--- config.mk ---
export PLATFORM = sky130hd
export DESIGN_NAME = tmr_core
export DESIGN_NICKNAME = d
export VERILOG_FILES = /design/src/rtl/tmr_pkg.sv /design/src/rtl/tmr_regs.sv /design/src/rtl/tmr_count.sv /design/src/rtl/tmr_flag.sv /design/src/rtl/tmr_smpdiv.sv /design/src/rtl/tmr_core.sv
export SDC_FILE = /design/constraint.sdc
export NUM_CORES = 1
export LEC_CHECK = 0
export BUFFER_PORTS_ARGS = -buffer_cell sky130_fd_sc_hd__buf_4
export CAP_MARGIN = 40
export CORE_ASPECT_RATIO = 1.2
export CORE_MARGIN = 2
export CORE_UTILIZATION = 55
export CTS_BUF_LIST = sky130_fd_sc_hd__clkbuf_4 sky130_fd_sc_hd__clkbuf_8
export DETAILED_ROUTE_END_ITERATION = 16
export GPL_TIMING_DRIVEN = 0
export PLACE_DENSITY = 0.72
export SYNTH_ARGS = -nofsm -noshare
export SYNTH_HDL_FRONTEND = slang
export SYNTH_HIERARCHICAL = 1
export SYNTH_SLANG_ARGS = --single-unit
--- constraint.sdc ---
create_clock -name clk -period 4.5 [get_ports clk]
set_input_delay 0.9 -clock clk [delete_from_list [all_inputs] [get_ports clk]]
set_output_delay 0.9 -clock clk [all_outputs]
set_load 0.01 [all_outputs]
--- src/rtl/tmr_pkg.sv ---
package tmr_pkg;

  localparam int CTL_W = 16;

  localparam int B_RUN  = 0;
  localparam int B_UDIS = 1;
  localparam int B_OPM  = 3;
  localparam int B_DIR  = 4;
  localparam int B_ALN  = 5;
  localparam int B_SHD  = 7;
  localparam int B_DIV  = 8;

  typedef enum logic [1:0] {
    ALN_EDGE  = 2'b00,
    ALN_CDOWN = 2'b01,
    ALN_CUP   = 2'b10,
    ALN_CBOTH = 2'b11
  } aln_e;

  typedef enum logic [1:0] {
    DIV_1   = 2'b00,
    DIV_2   = 2'b01,
    DIV_4   = 2'b10,
    DIV_RSV = 2'b11
  } div_e;

  typedef enum logic [1:0] {
    RA_CTL    = 2'b00,
    RA_RELOAD = 2'b01,
    RA_CMP    = 2'b10,
    RA_FLAG   = 2'b11
  } ra_e;

  typedef struct packed {
    div_e div;
    logic shd_en;
    aln_e aln;
    logic dir;
    logic one_shot;
    logic udis;
    logic run;
  } ctl_t;

  function automatic ctl_t ctl_unpack(input logic [CTL_W-1:0] d);
    ctl_t c;
    c.div      = div_e'(d[B_DIV +: 2]);
    c.shd_en   = d[B_SHD];
    c.aln      = aln_e'(d[B_ALN +: 2]);
    c.dir      = d[B_DIR];
    c.one_shot = d[B_OPM];
    c.udis     = d[B_UDIS];
    c.run      = d[B_RUN];
    return c;
  endfunction

  function automatic logic [CTL_W-1:0] ctl_pack(input ctl_t c, input logic dir_now);
    logic [CTL_W-1:0] d;
    d = '0;
    d[B_DIV +: 2] = c.div;
    d[B_SHD]      = c.shd_en;
    d[B_ALN +: 2] = c.aln;
    d[B_DIR]      = dir_now;
    d[B_OPM]      = c.one_shot;
    d[B_UDIS]     = c.udis;
    d[B_RUN]      = c.run;
    return d;
  endfunction

endpackage

--- src/rtl/tmr_regs.sv ---
module tmr_regs
  import tmr_pkg::*;
#(
  parameter int W = 16
) (
  input  logic             clk,
  input  logic             rst_n,
  input  logic             wr_en,
  input  logic [1:0]       wr_addr,
  input  logic [W-1:0]     wr_data,
  input  logic             upd_now,
  input  logic             dir_now,
  output ctl_t             ctl_q,
  output logic [W-1:0]     arr_act,
  output logic [W-1:0]     cmp_val,
  output logic             flag_clr,
  output logic [CTL_W-1:0] ctl_rd
);

  logic   wr_ctl, wr_rel, wr_cmp;
  ctl_t   ctl_wr;
  logic [W-1:0] arr_shd;

  assign wr_ctl   = wr_en && (ra_e'(wr_addr) == RA_CTL);
  assign wr_rel   = wr_en && (ra_e'(wr_addr) == RA_RELOAD);
  assign wr_cmp   = wr_en && (ra_e'(wr_addr) == RA_CMP);
  assign flag_clr = wr_en && (ra_e'(wr_addr) == RA_FLAG) && wr_data[0];

  // Incoming control word with the alignment lock applied
  always_comb begin
    ctl_wr = ctl_unpack(wr_data[CTL_W-1:0]);
    if (ctl_q.run && ctl_q.aln == ALN_EDGE && ctl_wr.aln != ALN_EDGE)
      ctl_wr.aln = ALN_EDGE;
  end

  always_ff @(posedge clk or negedge rst_n) begin
    if (!rst_n) begin
      ctl_q <= '0;
    end else if (wr_ctl) begin
      ctl_q <= ctl_wr;
    end else if (upd_now && ctl_q.one_shot) begin
      ctl_q.run <= 1'b0;
    end
  end

  always_ff @(posedge clk or negedge rst_n) begin
    if (!rst_n) begin
      arr_shd <= '0;
      arr_act <= '0;
    end else begin
      if (wr_rel) arr_shd <= wr_data;
      if (wr_rel && !ctl_q.shd_en) arr_act <= wr_data;
      else if (upd_now)            arr_act <= arr_shd;
    end
  end

  always_ff @(posedge clk or negedge rst_n) begin
    if (!rst_n)      cmp_val <= '0;
    else if (wr_cmp) cmp_val <= wr_data;
  end

  assign ctl_rd = ctl_pack(ctl_q, dir_now);


  aln_lock_chk: assert property (@(posedge clk) disable iff (!rst_n)
    (wr_ctl && ctl_q.run && ctl_q.aln == ALN_EDGE) |=> (ctl_q.aln == ALN_EDGE));


  reload_hold_chk: assert property (@(posedge clk) disable iff (!rst_n)
    (!upd_now && !wr_rel) |=> $stable(arr_act));

endmodule

--- src/rtl/tmr_count.sv ---
module tmr_count
  import tmr_pkg::*;
#(
  parameter int W = 16
) (
  input  logic         clk,
  input  logic         rst_n,
  input  logic         run,
  input  logic         dir_sw,
  input  aln_e         aln,
  input  logic         udis,
  input  logic [W-1:0] arr,
  output logic [W-1:0] cnt_q,
  output logic         dir_out,
  output logic         upd_q,
  output logic         upd_now
);

  localparam logic [W-1:0] ONE = {{(W-1){1'b0}}, 1'b1};

  logic         center;
  logic         dn_q, dn_n;
  logic [W-1:0] cnt_n;
  logic         wrap;

  assign center = (aln != ALN_EDGE);

  always_comb begin
    cnt_n = cnt_q;
    dn_n  = center ? dn_q : 1'b0;
    wrap  = 1'b0;
    if (run) begin
      if (!center) begin
        if (!dir_sw) begin
          if (cnt_q >= arr) begin
            cnt_n = '0;
            wrap  = 1'b1;
          end else begin
            cnt_n = cnt_q + ONE;
          end
        end else begin
          if (cnt_q == '0) begin
            cnt_n = arr;
            wrap  = 1'b1;
          end else begin
            cnt_n = cnt_q - ONE;
          end
        end
      end else if (!dn_q) begin
        if (cnt_q >= arr) begin
          cnt_n = (arr == '0) ? '0 : arr - ONE;
          dn_n  = 1'b1;
          wrap  = 1'b1;
        end else begin
          cnt_n = cnt_q + ONE;
        end
      end else begin
        if (cnt_q == '0) begin
          cnt_n = (arr == '0) ? '0 : ONE;
          dn_n  = 1'b0;
          wrap  = 1'b1;
        end else begin
          cnt_n = cnt_q - ONE;
        end
      end
    end
  end

  assign upd_now = wrap && !udis;
  assign dir_out = center ? dn_q : dir_sw;

  always_ff @(posedge clk or negedge rst_n) begin
    if (!rst_n) begin
      cnt_q <= '0;
      dn_q  <= 1'b0;
      upd_q <= 1'b0;
    end else begin
      cnt_q <= cnt_n;
      dn_q  <= dn_n;
      upd_q <= upd_now;
    end
  end


  up_wrap_chk: assert property (@(posedge clk) disable iff (!rst_n)
    ($past(run && !center && !dir_sw) && upd_q) |-> (cnt_q == '0));


  center_rise_chk: assert property (@(posedge clk) disable iff (!rst_n)
    (run && center && !dn_q && cnt_q < arr) |=> (cnt_q == $past(cnt_q) + ONE));


  udis_quiet_chk: assert property (@(posedge clk) disable iff (!rst_n)
    udis |=> !upd_q);

endmodule

--- src/rtl/tmr_flag.sv ---
module tmr_flag
  import tmr_pkg::*;
#(
  parameter int W = 16
) (
  input  logic         clk,
  input  logic         rst_n,
  input  logic         run,
  input  aln_e         aln,
  input  logic         dir_in,
  input  logic [W-1:0] cnt,
  input  logic [W-1:0] cmp_val,
  input  logic         clr,
  output logic         flag_q
);

  logic dir_ok, hit;

  always_comb begin
    unique case (aln)
      ALN_CDOWN: dir_ok = dir_in;
      ALN_CUP:   dir_ok = !dir_in;
      default:   dir_ok = 1'b1;
    endcase
  end

  assign hit = run && dir_ok && (cnt == cmp_val);

  always_ff @(posedge clk or negedge rst_n) begin
    if (!rst_n)   flag_q <= 1'b0;
    else if (hit) flag_q <= 1'b1;
    else if (clr) flag_q <= 1'b0;
  end


  flag_sticky_chk: assert property (@(posedge clk) disable iff (!rst_n)
    (flag_q && !clr) |=> flag_q);


  up_only_chk: assert property (@(posedge clk) disable iff (!rst_n)
    (aln == ALN_CUP && dir_in && !flag_q) |=> !flag_q);

endmodule

--- src/rtl/tmr_smpdiv.sv ---
module tmr_smpdiv
  import tmr_pkg::*;
#(
  parameter int DW = 2
) (
  input  logic clk,
  input  logic rst_n,
  input  div_e div,
  output logic smp_en
);

  logic [DW-1:0] dcnt;

  always_ff @(posedge clk or negedge rst_n) begin
    if (!rst_n) dcnt <= '0;
    else        dcnt <= dcnt + 1'b1;
  end

  always_comb begin
    unique case (div)
      DIV_2:   smp_en = dcnt[0];
      DIV_4:   smp_en = &dcnt[1:0];
      default: smp_en = 1'b1;
    endcase
  end


  div4_gap_chk: assert property (@(posedge clk) disable iff (!rst_n)
    (div == DIV_4 && smp_en) |=> (!smp_en || div != DIV_4));

endmodule

--- src/rtl/tmr_core.sv ---
module tmr_core
  import tmr_pkg::*;
#(
  parameter int W = 16
) (
  input  logic         clk,
  input  logic         rst_n,
  input  logic         wr_en,
  input  logic [1:0]   wr_addr,
  input  logic [W-1:0] wr_data,
  output logic [W-1:0] cnt_out,
  output logic         dir_out,
  output logic         upd_evt,
  output logic         cmp_flag,
  output logic         smp_en,
  output logic [15:0]  ctl_out
);

  ctl_t         ctl;
  logic [W-1:0] arr_act, cmp_val;
  logic         flag_clr, upd_now, dir_now;

  tmr_regs #(.W(W)) u_regs (
    .clk(clk), .rst_n(rst_n), .wr_en(wr_en), .wr_addr(wr_addr),
    .wr_data(wr_data), .upd_now(upd_now), .dir_now(dir_now),
    .ctl_q(ctl), .arr_act(arr_act), .cmp_val(cmp_val),
    .flag_clr(flag_clr), .ctl_rd(ctl_out)
  );

  tmr_count #(.W(W)) u_count (
    .clk(clk), .rst_n(rst_n), .run(ctl.run), .dir_sw(ctl.dir),
    .aln(ctl.aln), .udis(ctl.udis), .arr(arr_act),
    .cnt_q(cnt_out), .dir_out(dir_now), .upd_q(upd_evt), .upd_now(upd_now)
  );

  tmr_flag #(.W(W)) u_flag (
    .clk(clk), .rst_n(rst_n), .run(ctl.run), .aln(ctl.aln),
    .dir_in(dir_now), .cnt(cnt_out), .cmp_val(cmp_val),
    .clr(flag_clr), .flag_q(cmp_flag)
  );

  tmr_smpdiv #(.DW(2)) u_smpdiv (
    .clk(clk), .rst_n(rst_n), .div(ctl.div), .smp_en(smp_en)
  );

  assign dir_out = dir_now;

endmodule

==> results.cfg <==
[synth]
synth_ff_type = dfrtp_1
yosys-top-cells-area = dfrtp_1, mux2_2, ha_1
synth-xor-area-share_pct = 7.74
synth_area_sq_um = 5320
muxShareOfSynthArea_pct = 15.7
synthSimpleGateAreaFrac_pct = 15.0
ys_async_sr_fraction_pct = 100
syn_area_per_cell_sq_um = 9.83
yosysUniqueCellTypes = 60
yosysSeqAreaShare_pct = 36.7
synth_compound_area_share_pct = 12.0
ys_ff_latch = 78
synth_top_family_by_area = multiplexers
synth_fa_ha_area_share_pct = 6.12
synth_edf_count = 0
ys_warn_count = 6
yosys.area.top_type_share_pct = 36.7
netlist_instances = 541
synth_top_area_cell = dfrtp_1

[critical_path]
r2r_slack_ns = 0.17
path_max_fanout = 10
critPathArrivalTime_ns = 4.59
reg2regPathDepth = 12
startpoint_type = register
end_kind = register
cp_cell_sequence = ha_1, nand2_1, nor4_1, o311ai_0, nand3_1, clkbuf_1, a21oi_1, nor3_1, buf_2, buf_2, mux2_2, mux2_2
critPathMaxStageDelay_ns = 0.57
slowest_stage = nor4_1
worstPathRequired_ns = 4.76
crit_type = reg2reg
reg2reg_from = u_count/cnt_q[12]
rr_endpoint = u_regs/arr_act[8]

[placement]
placed_area_sq_um = 5900
dp_hpwl_um = 11000
port-buffer-count = 49
dp_slack_ns = 0.432
dpl.cell_count = 721
place_congestion = 0.976

[global_routing]
grtUsageTotal_pct = 28.7
grt_antenna_before_repair = 0
grt_max_degree = 67
grt_pass1_vias = 4378
grt-ovfl-total = 0
grt_pass1_wl_um = 22900

[route]
drc = 0
wl_um = 14800
drtIter0Drc = 344
routedWlPerCell_um = 20.1
via_per_inst = 6.12
dr.pass1.iters = 6
ant_nets = 0
vias = 4513

[floorplan]
dieArea_sq_um = 10500
io_pins = 57
die_h_um = 112
rows = 39
initial_core_util_pct = 56.2
core_area_sq_um = 9470
chipWidth_um = 93.8

[timing]
fin_crit_sh_pct = 96.3
setup_viol = 0
whs_ns = 0.368
slew_violations = 0
rsz0062_at_grt = false
tightest_slew_ns = 0.796
hold_viol_final = 0
clock.fmax_mhz = 231
tns_ns = 0
min_period_ns = 4.33
max_slew_margin_pct = 46.7
worst_slack_ns = 0.167
finClkSkew_ns = 0.0152

[clock_tree]
clock-sinks = 78
max-clock-path-buffers = 2
cts_tree = yes
clk_pin_slew_ns = 0.10
worst_skew_pair.late_latency_ns = 0.37
cts.repair.resized = 0
cts_setup_buffers = 0
htreeDepth = 3
cts_made_buffers = 9
cts_root_buf = clkbuf_8
cts_hold_buf = 0

[layout]
finalInstanceArea_sq_um = 6110
area_growth_pct = 14.9
layout-drive-gt1-share_pct = 29.2
final_cells = 737
final_util_pct = 64.6
n_antenna_cell = 0
final_nets = 656

[power_and_ir_drop]
ir_worst_vdd_mv = 0.346
fin_total_pwr_mw = 4.24
p_leak_nw = 2.70
cellPowerDensity_nw_per_um2 = 694

[min_path]
hp-class = in2async

[status]
outcome = finished, final reports clean

[flow_run]
max_cap_violations = 0
flip-flops by register name, indices dropped and copies added, names as in the netlist:
register,cells
u_regs/cmp_val,16
u_count/cnt_q,16
u_regs/arr_shd,16
u_flag/flag_q,1
u_smpdiv/dcnt,2
u_regs/ctl_q,9
u_count/upd_q,1
u_regs/arr_act,16
u_count/dn_q,1
worst max-delay path: cells and delay by family, from the launching register on:
family	cells	cell delay (ns)
AOI/OAI and AO/OA	2	0.45
adders and majority gates	1	0.35
buffers and inverters	3	1.15
DFF	1	0.53
muxes	2	0.65
and+or+nand+nor	4	1.11
how the worst max path moves through the flow:
stage | start | to | cells after the start
after detailed placement | u_count/cnt_q[12] | u_regs/arr_act[12] | 12
after global placement | u_count/cnt_q[12] | u_regs/arr_act[10] | 12
final | u_count/cnt_q[12] | u_regs/arr_act[8] | 12
after floorplan | u_count/cnt_q[0] | u_regs/arr_act[10] | 14
after global routing | u_regs/arr_act[10] | u_regs/arr_act[8] | 13
after CTS | u_count/cnt_q[12] | u_regs/arr_act[12] | 12
synth_stat cells, types with 11 or more instances:
cell and n:
nand2_1 33, dfrtp_1 78, o21ai_0 23, mux2_2 65
nand3_1 19, xor2_1 26, ha_1 26, nor2_1 39
clkbuf_1 11, xnor2_1 21, buf_4 17, a21oi_1 28
inv_1 29
area by class of cell:
type / count / area, sq um
buffer: 40 / 241
clock buffer: 11 / 145
clock inverter: 5 / 66.3
fill: 816 / 3350
inverter: 30 / 113
multi-input combinational: 399 / 3040
sequential: 78 / 1950
tap: 123 / 154
timing repair buffer: 51 / 405
layer usage:
| metal | share of wire, % | track usage, % | wire length, um | up-vias |
|---|---|---|---|---|
| met5 | 0 | 0 | 0 | - |
| met4 | 4.6 | 14.7 | 684 | 0 |
| met3 | 6.0 | 4.06 | 892 | 54 |
| met2 | 48 | 45.3 | 7080 | 212 |
| met1 | 42 | 38.2 | 6160 | 2187 |
| li1 | - | - | - | 2060 |
cells in the final DEF, fill, tap and decap left out, types with 4 or more instances in the layout:
cell,instances
a21oi_1,28
a221oi_1,5
a22oi_1,6
a31oi_1,6
and2_1,4
and4_1,4
buf_2,10
buf_4,66
clkbuf_1,11
clkbuf_8,10
conb_1,7
dfrtp_1,78
ha_1,26
inv_1,29
mux2_2,65
mux2_4,7
nand2_1,33
nand3_1,19
nand4_1,5
nor2_1,39
nor3_1,10
nor4_1,8
o21ai_0,23
o22ai_1,6
xnor2_1,21
xor2_1,26
report_power, final:
part	leakage (nW)	internal (mW)	total (mW)	switching, mW
Sequential	0.935	0.926	1.31	0.383
Clock	0.105	0.285	0.576	0.292
Combinational	1.66	1.03	2.36	1.33
Total	2.70	2.24	4.24	2.01
logic make-up (layout without fill, tap and decap cells):
logic type      Yosys count  count (layout)
buf+inv                  70             137
mux                      72              72
compound gates           99              99
fa+ha+maj                26              26
simple gates            148             148
flops                    78              78
xor+xnor                 47              47
other cells               1               7
(Power assumes the default switching activity.)
